<file path="src/rtl/dxw_pkg.sv">
package dxw_pkg;

    localparam int ADDR_W     = 64;
    localparam int FLD_W      = 4;
    localparam int BASE_LSB   = 12;
    localparam int BASE_W     = 36;
    localparam int BYPASS_BIT = 51;
    localparam int SH_W       = 9;
    localparam int TS_BIAS    = 8;
    localparam int PS_BIAS    = 11;
    localparam logic [63:0] BYPASS_KEEP = 64'h0003_FFFF_FFFF_F000;
    localparam logic [63:0] PAGE4K_MASK = 64'h0000_0000_0000_0FFF;

    typedef enum logic [2:0] {
        ST_OK        = 3'd0,
        ST_MSI64     = 3'd1,
        ST_UNSUP     = 3'd2,
        ST_MSI32     = 3'd3,
        ST_BAD_ENTRY = 3'd4,
        ST_INDIRECT  = 3'd5,
        ST_PERM      = 3'd6,
        ST_FETCH     = 3'd7
    } xl_status_e;

    typedef enum logic [1:0] {
        RG_XLATE = 2'd0,
        RG_MSI64 = 2'd1,
        RG_UNSUP = 2'd2,
        RG_MSI32 = 2'd3
    } region_e;

    typedef enum logic [1:0] {
        W_IDLE   = 2'd0,
        W_DECODE = 2'd1,
        W_REQ    = 2'd2,
        W_WAIT   = 2'd3
    } wstate_e;

    typedef struct packed {
        logic              bypass_ok;
        logic [BASE_W-1:0] tbl_base;
        logic [FLD_W-1:0]  levels;
        logic [FLD_W-1:0]  tsize;
        logic [FLD_W-1:0]  psize;
    } ve_fields_t;

    function automatic ve_fields_t ve_decode(input logic [63:0] e);
        ve_fields_t f;
        f.bypass_ok = e[BYPASS_BIT];
        f.tbl_base  = e[BASE_LSB +: BASE_W];
        f.levels    = e[11:8];
        f.tsize     = e[7:4];
        f.psize     = e[3:0];
        return f;
    endfunction

    function automatic logic [63:0] swap64(input logic [63:0] d);
        logic [63:0] r;
        for (int i = 0; i < 8; i++) begin
            r[8*i +: 8] = d[8*(7-i) +: 8];
        end
        return r;
    endfunction

    function automatic logic [63:0] low_ones(input logic [SH_W-1:0] n);
        logic [63:0] r;
        r = '0;
        for (int i = 0; i < 64; i++) begin
            if (i < int'(n)) r[i] = 1'b1;
        end
        return r;
    endfunction

endpackage

</file>
<file path="src/rtl/dxw_region_classify.sv">
module dxw_region_classify
    import dxw_pkg::*;
(
    input  logic [63:0] addr,
    input  logic        msi32_en,
    output region_e     region
);

    logic msi32_hit;

    assign msi32_hit = msi32_en && (addr[63:16] == 48'h0000_0000_FFFF);

    always_comb begin
        unique case (addr[63:60])
            4'h0:    region = msi32_hit ? RG_MSI32 : RG_XLATE;
            4'h1:    region = RG_MSI64;
            default: region = RG_UNSUP;
        endcase
    end

endmodule

</file>
<file path="src/rtl/dxw_entry_table.sv">
module dxw_entry_table #(
    parameter int PART_W = 3
) (
    input  logic              clk,
    input  logic              rst,
    input  logic              wr_en,
    input  logic [PART_W:0]   wr_idx,
    input  logic [63:0]       wr_data,
    input  logic [PART_W:0]   rd_idx,
    output logic [63:0]       rd_data
);

    localparam int IDX_W = PART_W + 1;
    localparam int DEPTH = 1 << IDX_W;

    logic [DEPTH*64-1:0] flat;

    for (genvar g = 0; g < DEPTH; g++) begin : g_ent
        logic [63:0] q;
        always_ff @(posedge clk) begin
            if (rst) begin
                q <= '0;
            end else if (wr_en && (wr_idx == IDX_W'(g))) begin
                q <= wr_data;
            end
        end
        assign flat[g*64 +: 64] = q;
    end

    assign rd_data = flat[rd_idx*64 +: 64];

    AST_TABLE_HOLD: assert property (@(posedge clk) disable iff (rst)
        !wr_en |=> $stable(flat));

endmodule

</file>
<file path="src/rtl/dxw_walk_fsm.sv">
module dxw_walk_fsm
    import dxw_pkg::*;
#(
    parameter int PART_W  = 3,
    parameter int MAX_LVL = 4
) (
    input  logic              clk,
    input  logic              rst,
    input  logic              req_valid,
    output logic              req_ready,
    input  logic [63:0]       req_addr,
    input  logic              req_write,
    input  logic [PART_W-1:0] req_part,
    output logic [63:0]       cur_addr,
    input  region_e           region,
    output logic [PART_W:0]   ent_idx,
    input  logic [63:0]       ent_data,
    output logic              mem_req,
    output logic [63:0]       mem_addr,
    input  logic              mem_rvalid,
    input  logic              mem_rerr,
    input  logic [63:0]       mem_rdata,
    output logic              rsp_valid,
    output xl_status_e        rsp_status,
    output logic [63:0]       rsp_taddr,
    output logic [63:0]       rsp_mask,
    output logic [1:0]        rsp_perm
);

    wstate_e             state;
    logic [63:0]         a_q;
    logic                wr_q;
    logic [PART_W-1:0]   part_q;
    logic [63:0]         base_q;
    logic [SH_W-1:0]     sh_q;
    logic [SH_W-1:0]     ts_q;
    logic [SH_W-1:0]     ps_q;
    logic [FLD_W-1:0]    rem_q;

    ve_fields_t          dec;
    logic [63:0]         ev;
    logic                perm_ok;
    logic [SH_W-1:0]     ts_init;
    logic [SH_W-1:0]     ps_init;
    logic [SH_W-1:0]     sh_init;
    logic                fin;
    xl_status_e          fin_st;
    logic [63:0]         fin_ta;
    logic [63:0]         fin_mk;
    logic [1:0]          fin_pm;

    assign cur_addr  = a_q;
    assign ent_idx   = {part_q, a_q[59]};
    assign req_ready = (state == W_IDLE);
    assign mem_req   = (state == W_REQ);
    assign mem_addr  = base_q | (((a_q >> sh_q) & low_ones(ts_q)) << 3);

    assign dec     = ve_decode(ent_data);
    assign ev      = swap64(mem_rdata);
    assign perm_ok = wr_q ? ev[1] : ev[0];
    assign ts_init = SH_W'(dec.tsize) + SH_W'(TS_BIAS);
    assign ps_init = SH_W'(dec.psize) + SH_W'(PS_BIAS);
    assign sh_init = ts_init * SH_W'(dec.levels) + ps_init;

    always_comb begin
        fin    = 1'b0;
        fin_st = ST_OK;
        fin_ta = '0;
        fin_mk = '0;
        fin_pm = '0;
        unique case (state)
            W_DECODE: begin
                unique case (region)
                    RG_MSI64: begin fin = 1'b1; fin_st = ST_MSI64; end
                    RG_UNSUP: begin fin = 1'b1; fin_st = ST_UNSUP; end
                    RG_MSI32: begin fin = 1'b1; fin_st = ST_MSI32; end
                    default: begin
                        if (32'(dec.levels) > MAX_LVL) begin
                            fin    = 1'b1;
                            fin_st = ST_BAD_ENTRY;
                        end else if (dec.psize == '0) begin
                            fin = 1'b1;
                            if (dec.bypass_ok) begin
                                fin_ta = a_q & BYPASS_KEEP;
                                fin_mk = PAGE4K_MASK;
                                fin_pm = 2'b11;
                            end else begin
                                fin_st = ST_BAD_ENTRY;
                            end
                        end
                    end
                endcase
            end
            W_WAIT: begin
                if (mem_rvalid) begin
                    if (mem_rerr) begin
                        fin    = 1'b1;
                        fin_st = ST_FETCH;
                    end else if (rem_q != '0) begin
                        if (ev[1:0] == 2'b00) begin
                            fin    = 1'b1;
                            fin_st = ST_INDIRECT;
                        end
                    end else begin
                        fin = 1'b1;
                        if (!perm_ok) begin
                            fin_st = ST_PERM;
                        end else begin
                            fin_mk = low_ones(ps_q);
                            fin_ta = ev & ~low_ones(ps_q);
                            fin_pm = ev[1:0];
                        end
                    end
                end
            end
            default: ;
        endcase
    end

    always_ff @(posedge clk) begin
        if (rst) begin
            state      <= W_IDLE;
            a_q        <= '0;
            wr_q       <= 1'b0;
            part_q     <= '0;
            base_q     <= '0;
            sh_q       <= '0;
            ts_q       <= '0;
            ps_q       <= '0;
            rem_q      <= '0;
            rsp_valid  <= 1'b0;
            rsp_status <= ST_OK;
            rsp_taddr  <= '0;
            rsp_mask   <= '0;
            rsp_perm   <= '0;
        end else begin
            rsp_valid <= 1'b0;
            if (fin) begin
                rsp_valid  <= 1'b1;
                rsp_status <= fin_st;
                rsp_taddr  <= fin_ta;
                rsp_mask   <= fin_mk;
                rsp_perm   <= fin_pm;
                state      <= W_IDLE;
            end else begin
                unique case (state)
                    W_IDLE: begin
                        if (req_valid) begin
                            a_q    <= req_addr;
                            wr_q   <= req_write;
                            part_q <= req_part;
                            state  <= W_DECODE;
                        end
                    end
                    W_DECODE: begin
                        base_q <= {16'h0, dec.tbl_base, 12'h000};
                        ts_q   <= ts_init;
                        ps_q   <= ps_init;
                        sh_q   <= sh_init;
                        rem_q  <= dec.levels;
                        state  <= W_REQ;
                    end
                    W_REQ: state <= W_WAIT;
                    W_WAIT: begin
                        if (mem_rvalid) begin
                            base_q <= ev & ~PAGE4K_MASK;
                            sh_q   <= sh_q - ts_q;
                            rem_q  <= rem_q - 1'b1;
                            state  <= W_REQ;
                        end
                    end
                    default: state <= W_IDLE;
                endcase
            end
        end
    end

    AST_SINGLE_FETCH: assert property (@(posedge clk) disable iff (rst)
        mem_req |=> !mem_req);
    AST_RSP_PULSE: assert property (@(posedge clk) disable iff (rst)
        rsp_valid |=> !rsp_valid);
    AST_REJECT_NO_FETCH: assert property (@(posedge clk) disable iff (rst)
        (state == W_DECODE && region != RG_XLATE) |=> (rsp_valid && !mem_req));
    AST_OK_ALIGNED: assert property (@(posedge clk) disable iff (rst)
        (rsp_valid && rsp_status == ST_OK) |->
            (((rsp_taddr & rsp_mask) == 64'h0) && (((rsp_mask + 64'h1) & rsp_mask) == 64'h0)));
    AST_WRITE_GRANTED: assert property (@(posedge clk) disable iff (rst)
        (rsp_valid && rsp_status == ST_OK && wr_q) |-> rsp_perm[1]);

endmodule

</file>
<file path="src/rtl/dma_xlate_walker.sv">
module dma_xlate_walker
    import dxw_pkg::*;
#(
    parameter int PART_W  = 3,
    parameter int MAX_LVL = 4
) (
    input  logic              clk,
    input  logic              rst,
    input  logic              msi32_en,
    input  logic              ve_wr_en,
    input  logic [PART_W:0]   ve_wr_idx,
    input  logic [63:0]       ve_wr_data,
    input  logic              req_valid,
    output logic              req_ready,
    input  logic [63:0]       req_addr,
    input  logic              req_write,
    input  logic [PART_W-1:0] req_part,
    output logic              mem_req,
    output logic [63:0]       mem_addr,
    input  logic              mem_rvalid,
    input  logic              mem_rerr,
    input  logic [63:0]       mem_rdata,
    output logic              rsp_valid,
    output logic [2:0]        rsp_status,
    output logic [63:0]       rsp_taddr,
    output logic [63:0]       rsp_mask,
    output logic [1:0]        rsp_perm
);

    logic [63:0]     cur_addr;
    region_e         region;
    logic [PART_W:0] ent_idx;
    logic [63:0]     ent_data;
    xl_status_e      status_e;

    dxw_region_classify u_class (
        .addr     (cur_addr),
        .msi32_en (msi32_en),
        .region   (region)
    );

    dxw_entry_table #(.PART_W(PART_W)) u_table (
        .clk     (clk),
        .rst     (rst),
        .wr_en   (ve_wr_en),
        .wr_idx  (ve_wr_idx),
        .wr_data (ve_wr_data),
        .rd_idx  (ent_idx),
        .rd_data (ent_data)
    );

    dxw_walk_fsm #(.PART_W(PART_W), .MAX_LVL(MAX_LVL)) u_walk (
        .clk        (clk),
        .rst        (rst),
        .req_valid  (req_valid),
        .req_ready  (req_ready),
        .req_addr   (req_addr),
        .req_write  (req_write),
        .req_part   (req_part),
        .cur_addr   (cur_addr),
        .region     (region),
        .ent_idx    (ent_idx),
        .ent_data   (ent_data),
        .mem_req    (mem_req),
        .mem_addr   (mem_addr),
        .mem_rvalid (mem_rvalid),
        .mem_rerr   (mem_rerr),
        .mem_rdata  (mem_rdata),
        .rsp_valid  (rsp_valid),
        .rsp_status (status_e),
        .rsp_taddr  (rsp_taddr),
        .rsp_mask   (rsp_mask),
        .rsp_perm   (rsp_perm)
    );

    assign rsp_status = status_e;

endmodule

</file>
<file path="config.mk">
export PLATFORM = sky130hd
export DESIGN_NAME = dma_xlate_walker
export DESIGN_NICKNAME = d
export VERILOG_FILES = /design/src/rtl/dxw_pkg.sv /design/src/rtl/dxw_region_classify.sv /design/src/rtl/dxw_entry_table.sv /design/src/rtl/dxw_walk_fsm.sv /design/src/rtl/dma_xlate_walker.sv
export SDC_FILE = /design/constraint.sdc
export NUM_CORES = 2
export LEC_CHECK = 0
export BUFFER_PORTS_ARGS = -buffer_cell sky130_fd_sc_hd__buf_4
export CAP_MARGIN = 10
export CORE_ASPECT_RATIO = 2
export CORE_MARGIN = 2
export CORE_UTILIZATION = 35
export CTS_CLUSTER_DIAMETER = 60
export DETAILED_ROUTE_END_ITERATION = 16
export GPL_ROUTABILITY_DRIVEN = 0
export MAX_ROUTING_LAYER = met4
export REMOVE_ABC_BUFFERS = 1
export SYNTH_ARGS = -nofsm -noshare
export SYNTH_HDL_FRONTEND = slang
export SYNTH_SLANG_ARGS = --single-unit
</file>
<file path="constraint.sdc">
create_clock -name clk -period 8.5 [get_ports clk]
set_input_delay 0.425 -clock clk [delete_from_list [all_inputs] [get_ports clk]]
set_output_delay 0.425 -clock clk [all_outputs]
set_load 0.1 [all_outputs]
</file>
Yosys cells after proc, flatten, opt, wreduce, memory -nomap -nowiden
Index checks and enable logic that the tools add are counted.
{"block": "totals", "register_bits": 1323, "out_inout_bits": 200}
{"block": "classes", "n_addsub": 5, "mul": 1, "n_lt_le_gt_ge": 126, "n_eq_ne": 25, "shift": 2, "mux": 503, "n_bitwise": 5, "n_reduce_logical": 30}
{"operator": "indexed part select 1024 x 11 -> 52 bit", "count": 1}
{"operator": "two-way mux 64 bit", "count": 15}
{"operator": "less-than comparator 6 x 9 -> 1 bit (first input constant)", "count": 61}
{"operator": "two-way mux 1 bit", "count": 454}
{"operator": "one-hot mux 64 bit (2 select lines)", "count": 3}
{"operator": "less-than comparator 5 x 9 -> 1 bit (first input constant)", "count": 32}
{"operator": "less-than comparator 4 x 9 -> 1 bit (first input constant)", "count": 16}
{"operator": "less-than comparator 3 x 9 -> 1 bit (first input constant)", "count": 8}
{"operator": "AND 64 bit", "count": 1}
{"operator": "NOT 64 bit", "count": 1}
{"operator": "OR 64 bit", "count": 1}
{"operator": "right shift 64 x 9 -> 61 bit", "count": 1}
{"operator": "AND 61 bit", "count": 1}
{"operator": "two-way mux 50 bit", "count": 1}
{"operator": "equality test 48 x 16 -> 1 bit (second input constant)", "count": 1}
{"operator": "less-than comparator 1 x 9 -> 1 bit (first input constant)", "count": 4}
{"operator": "less-than comparator 2 x 9 -> 1 bit (first input constant)", "count": 4}
{"operator": "equality test 4 bit (second input constant)", "count": 8}
{"operator": "two-way mux 3 bit", "count": 8}
{"operator": "two-way mux 2 bit", "count": 11}
{"operator": "one-hot mux 9 bit (2 select lines)", "count": 1}
{"operator": "logical AND 1 bit", "count": 17}
{"operator": "equality test 4 x 3 -> 1 bit (second input constant)", "count": 4}
{"operator": "zero test 4 bit", "count": 3}
{"operator": "28 further kinds", "count": 40}

Logic depth before layout (Yosys ltp)
{"block": "logic_depth", "ltp_word": 14, "depth_mapped": 22}

By module
From an unflattened synthesis, not the netlist that was laid out.
{"block": "hier_totals", "hier_cells": 7311, "hier_area_um2": 61983.2}
{"mod": "dxw_entry_table", "n_inst": 1, "cells_each": 5345, "area_each_um2": 46319.4, "seq_area_each_um2": 20499.7}
{"mod": "dxw_walk_fsm", "n_inst": 1, "cells_each": 1946, "area_each_um2": 15528.6, "seq_area_each_um2": 4924.7}
{"mod": "dxw_region_classify", "n_inst": 1, "cells_each": 20, "area_each_um2": 135.1, "seq_area_each_um2": 0.0}

Least setup slack after synthesis
No wires, ideal clock.
{"block": "synth_timing", "path_kind": "reg-to-output", "start": "reg u_walk.sh_q[1]", "end": "out mem_addr[8]", "t_arrival_ns": 6.792, "slack_ns": 1.283, "stages_incl_launch_ff": 11, "path_cell_list": "dfxtp_1 clkbuf_1 clkbuf_1 buf_1 mux4_2 nand3_1 o21ai_1 nor2_1 a311oi_1 a21oi_1 a2111oi_0"}
{"block": "synth_between", "elab_chain_cells": 3}
{"item": "start, declared", "line": "dxw_walk_fsm.sv:35", "source": "logic [SH_W-1:0] sh_q;"}
{"item": "start signal, assigned", "line": "dxw_walk_fsm.sv:159", "source": "sh_q <= sh_init;"}
{"item": "start signal, assigned", "line": "dxw_walk_fsm.sv:167", "source": "sh_q <= sh_q - ts_q;"}
{"item": "right shift 64 x 9 -> 61 bit", "line": "dxw_walk_fsm.sv:56", "source": "assign mem_addr = base_q | (((a_q >> sh_q) & low_ones(ts_q)) << 3);"}
{"item": "AND 61 bit", "line": "dxw_walk_fsm.sv:56"}
{"item": "OR 64 bit", "line": "dxw_walk_fsm.sv:56"}
{"item": "end, declared", "line": "dma_xlate_walker.sv:19", "source": "output logic [63:0] mem_addr,"}
Every way passes these cells.

Final worst setup path
{"block": "layout_timing", "start": "reg u_walk.a_q[59] (netlist: u_walk.cur_addr[59])", "end": "reg u_walk.sh_q[7]"}
{"block": "layout_between", "elab_chain_cells": 10, "elab_cells_between_ends": 22}
{"item": "start, declared", "line": "dxw_walk_fsm.sv:31", "source": "logic [63:0] a_q;"}
{"item": "start signal, assigned", "line": "dxw_walk_fsm.sv:149", "source": "a_q <= req_addr;"}
{"item": "parallel branches: the longest is 10 deep, another holds multiplier 9 x 4 -> 9 bit"}
Several ways; the timed one is not identified.
A chain may end at the register's enable or synchronous reset.

==> results list <==
- The startpoint identified for the worst hold timing path is ve_wr_data[38].
* Post-synth ARST share: 0
- In this run the worst path has a maximum fanout of 42.
- Deepest clock path buffer count: 3
* Status: finished, final reports clean
- Number of cells on the worst reg-to-reg path: 16
- Source of the worst register-to-register timing path: u_walk.cur_addr[59]
* Minimum clock period after layout: 5.97 ns
- Global routing finished with a remaining overflow of 0.
- In the synthesized netlist, the number of instances is 5743.
- In this run, distinct cell masters in the synthesized netlist total 75.
- Vias per std cell: 5.68
* Top cells by area, synth: dfxtp_1 43%, nand2_1 15%, mux4_2 14%, a21oi_1 9.8%, clkbuf_1 3.8%
* Effective utilization at floorplan: 0.353
- dfxtp_1 takes more of the synthesized area than any other cell.
* Number of gates resized after CTS: 0
- From synthesis to final layout, the design area changed by 15.5%.
* Type of element launching the critical path: register
- CTS saw 1030 sinks.
* Start point of the critical path: u_walk.cur_addr[59]
* Horizontal extent of the die: 266 um
- Setup repair after global routing missed its margin: no
- Counting flops and latches in the post-synthesis netlist gives 1030.
- Final count of negative-setup-slack endpoints: 0
* Power density relative to cell area: between 150 and 200 nW/um^2
* Clock latency of the later-clocked register in the worst-skew pair: 0.72 ns
- The mapped netlist covers 48200 um^2.
* Number of global-route vias before repair: 41300
* Area of the multi-input gates: around 25000 um^2
* Placed wire-length estimate after detailed placement: ~110000 um
* Max VDD drop: roughly 0.13 mV
* Relative max-transition margin: 0.214
- The core region is 137000 um^2.
* Overall fraction of global-route tracks in use: 0.264
- Maximum number of pins on one net before global-route repair: roughly 210
- Final critical-path setup slack: 2.53 ns
- Via total after detailed routing: 43300
- Count of unresolved DRC violations after routing: 0
- Among all flip-flop cells after synthesis, the most frequent one is dfxtp_1.
* Number of port buffers: approximately 360
* Part of the cycle the worst path needs: 0.702
- For the worst setup path, the data arrival time is 6.59 ns.
- Averaged over all synthesized cells, the footprint is 8.39 um^2.
- The setup path with the least slack is of type register to register.
- Count of pins on the block boundary: 407
- Post-synth top area share: 0.428
- Wire length after detailed routing: roughly 190000 um
* Antenna Nets Post-Route: 0
- WL/cell: 24.4 um
- The worst setup path is captured at a register.
- Setup slack after placement: 2.52 ns
- Cell depth of the worst hold path: 3
- Number of warnings reported in the yosys synthesis log: 0
- Clock-pin transition on the worst setup and hold timing paths: 0.07 ns
- After filler insertion, the fill cell instance count of the layout stands at 13500.
- Pins Over Slew Limit: 0
* Area taken by flip-flops and latches: slightly above 20000 um^2
- Clock Skew: 0.0347 ns
- Row cnt: 192
- Number of DRC markers after the initial detailed-route iteration: 4166
- Measured along the y axis, the die boundary spans 529 um.
* Die area: about 140000 um^2
* Sum of internal, switching and leakage power: 10.7 mW
- After the last flow step, the layout net total stands at 6020.
* # Max-Cap Violations: 0
* Tightest Pin Transition: roughly 1.1 ns
- Antenna violations before repair: 26
- Hold Violations, Final: 0
* Fraction of layout cells with a size suffix above 1: 0.165
- Worst hold-check path type: input port to register
- The synthesized design contains 0 enable-type register cells.
* Clock root cell: clkbuf_16
* Peak clock frequency supported by timing: ~170 MHz
- TritonCTS built the clock tree.
- DR pass1 iterations: 6
- STA puts the critical path data required time at approximately 9.1 ns.
- H-Tree Level Count: 3
- First-pass GRT wire length: 270000 um
* Portion of the post-synthesis area used by sequential elements: 0.428
- Number of buffers created by CTS: 88
- P_leak: 18.8 nW
-- worst max-delay path, cell delays in order (launching register included) --
cell      delay (ns)
dfxtp_4         0.92
buf_4           0.48
mux4_2          0.56
mux4_2          0.64
a21oi_1         0.23
fa_1            0.48
fa_1            0.54
inv_1           0.05
fa_1            0.52
inv_1           0.04
ha_1            0.33
a21oi_1         0.22
o21bai_1        0.09
a21oi_1         0.20
xnor2_1         0.14
a22oi_1         0.08
o31ai_1         0.25
-- sequential cells by signal (all words and copies together), names as in the netlist, 2 cells and up --
name / count
u_table.g_ent.q: 784
u_walk.base_q: 52
u_walk.cur_addr: 64
u_walk.part_q: 3
u_walk.ps_q: 5
u_walk.rem_q: 4
u_walk.rsp_mask: 31
u_walk.rsp_perm: 2
u_walk.rsp_status: 3
u_walk.rsp_taddr: 64
u_walk.sh_q: 9
u_walk.state: 2
u_walk.ts_q: 5
-- final cells by class --
| type | count | area share |
|---|---|---|
| multi-input cells | 4070 | 0.450 |
| flip-flops and latches | 1030 | 0.371 |
| repair buffers | 543 | 0.0792 |
| clock buffers | 122 | 0.0458 |
| well taps | 1746 | 0.0392 |
| clock inverters | 40 | 0.0103 |
| inverters | 43 | 0.00290 |
| diodes | 28 | 0.00126 |
-- metal layers --
metal / part of all wire / track usage
met4: 0.075 / 0.176
met5: 0 / -
met3: 0.091 / 0.0613
met2: 0.48 / 0.429
met1: 0.35 / 0.286
-- per-stage QoR --
step	util	instance area [um^2]	hold WS, ns	std cells	setup TNS, ns
2_1_floorplan	-	45600	0.427	5143	-625.23
3_3_place_gp	0.376	51400	0.438	7322	0
3_5_place_dp	0.376	51400	0.443	7322	0
4_1_cts	0.407	55600	0.000762	7594	0
5_1_grt	0.407	55700	0.0388	7620	0
6_report	0.407	55700	0.0382	7622	0
-- cells by family (layout without fill, tap and decap cells) --
| family | Yosys count | after routing | synth area share |
|---|---|---|---|
| simple gates | 2323 | 2323 | 0.192 |
| compound gates | 1308 | 1308 | 0.154 |
| flops | 1030 | 1030 | 0.428 |
| buf+inv | 678 | 748 | 0.0598 |
| mux | 358 | 358 | 0.153 |
| fa+ha+maj | 37 | 37 | 0.0113 |
| xor+xnor | 8 | 8 | 0.00145 |
| other cells | 1 | 64 | 0.0000778 |
-- what timing repair did --
action,CTS,global route
setup buffers,0,0
endpoints found under the hold margin,128,0
hold buffers,110,0
-- cell usage after synthesis (15+ instances only) --
| cell | number |
|---|---|
| a211o_1 | 16 |
| a211oi_1 | 27 |
| a21oi_1 | 946 |
| a22o_1 | 20 |
| a22oi_1 | 44 |
| a311oi_1 | 41 |
| a31oi_1 | 24 |
| and2_1 | 19 |
| buf_1 | 41 |
| buf_2 | 38 |
| buf_4 | 69 |
| clkbuf_1 | 483 |
| dfxtp_1 | 1030 |
| ha_1 | 26 |
| inv_1 | 37 |
| mux2i_1 | 45 |
| mux4_2 | 303 |
| nand2_1 | 1923 |
| nand2b_1 | 15 |
| nand3_1 | 94 |
| nor2_1 | 150 |
| nor3_1 | 39 |
| o21ai_0 | 64 |
| o2bb2ai_1 | 24 |
-- path summary, 6_finish.rpt --
kind                                  end  slack (ns)
setup / recovery           u_walk.sh_q[7]        2.53
hold / removal     u_table.g_ent[2].q[38]        0.04
setup reg to reg           u_walk.sh_q[7]        2.53
hold reg to reg   u_table.g_ent[15].q[47]        0.45
-- cells in the final DEF, fill, tap and decap left out, drive strengths merged, types with 11 or more instances in the layout --
cell type	Yosys	layout
nand2	1923	1923
a22oi	44	44
a22o	20	20
nand2b	15	15
and3	14	14
o211ai	12	12
buf	152	433
inv	40	47
and2	20	20
ha	26	26
nor2	150	150
clkbuf	483	122
a211o	16	16
and4	13	13
a21oi	946	946
a31oi	24	24
nand3	94	94
a311oi	41	41
o2bb2ai	24	24
o21ai	78	78
dlygate4sd3	0	110
nor3	40	40
mux2i	45	45
a211oi	27	27
nor2b	12	12
a21o	14	14
clkinv	3	22
mux4	303	303
conb	1	36
fa	11	11
nor4	11	11
diode	0	28
dfxtp	1030	1030
-- power breakdown --
part           switching, mW  internal (mW)
clock network           1.98           2.43
logic                  0.829          0.395
registers              0.129           4.91
total                   2.94           7.74
Note: power is estimated with default switching activity, not from simulation.
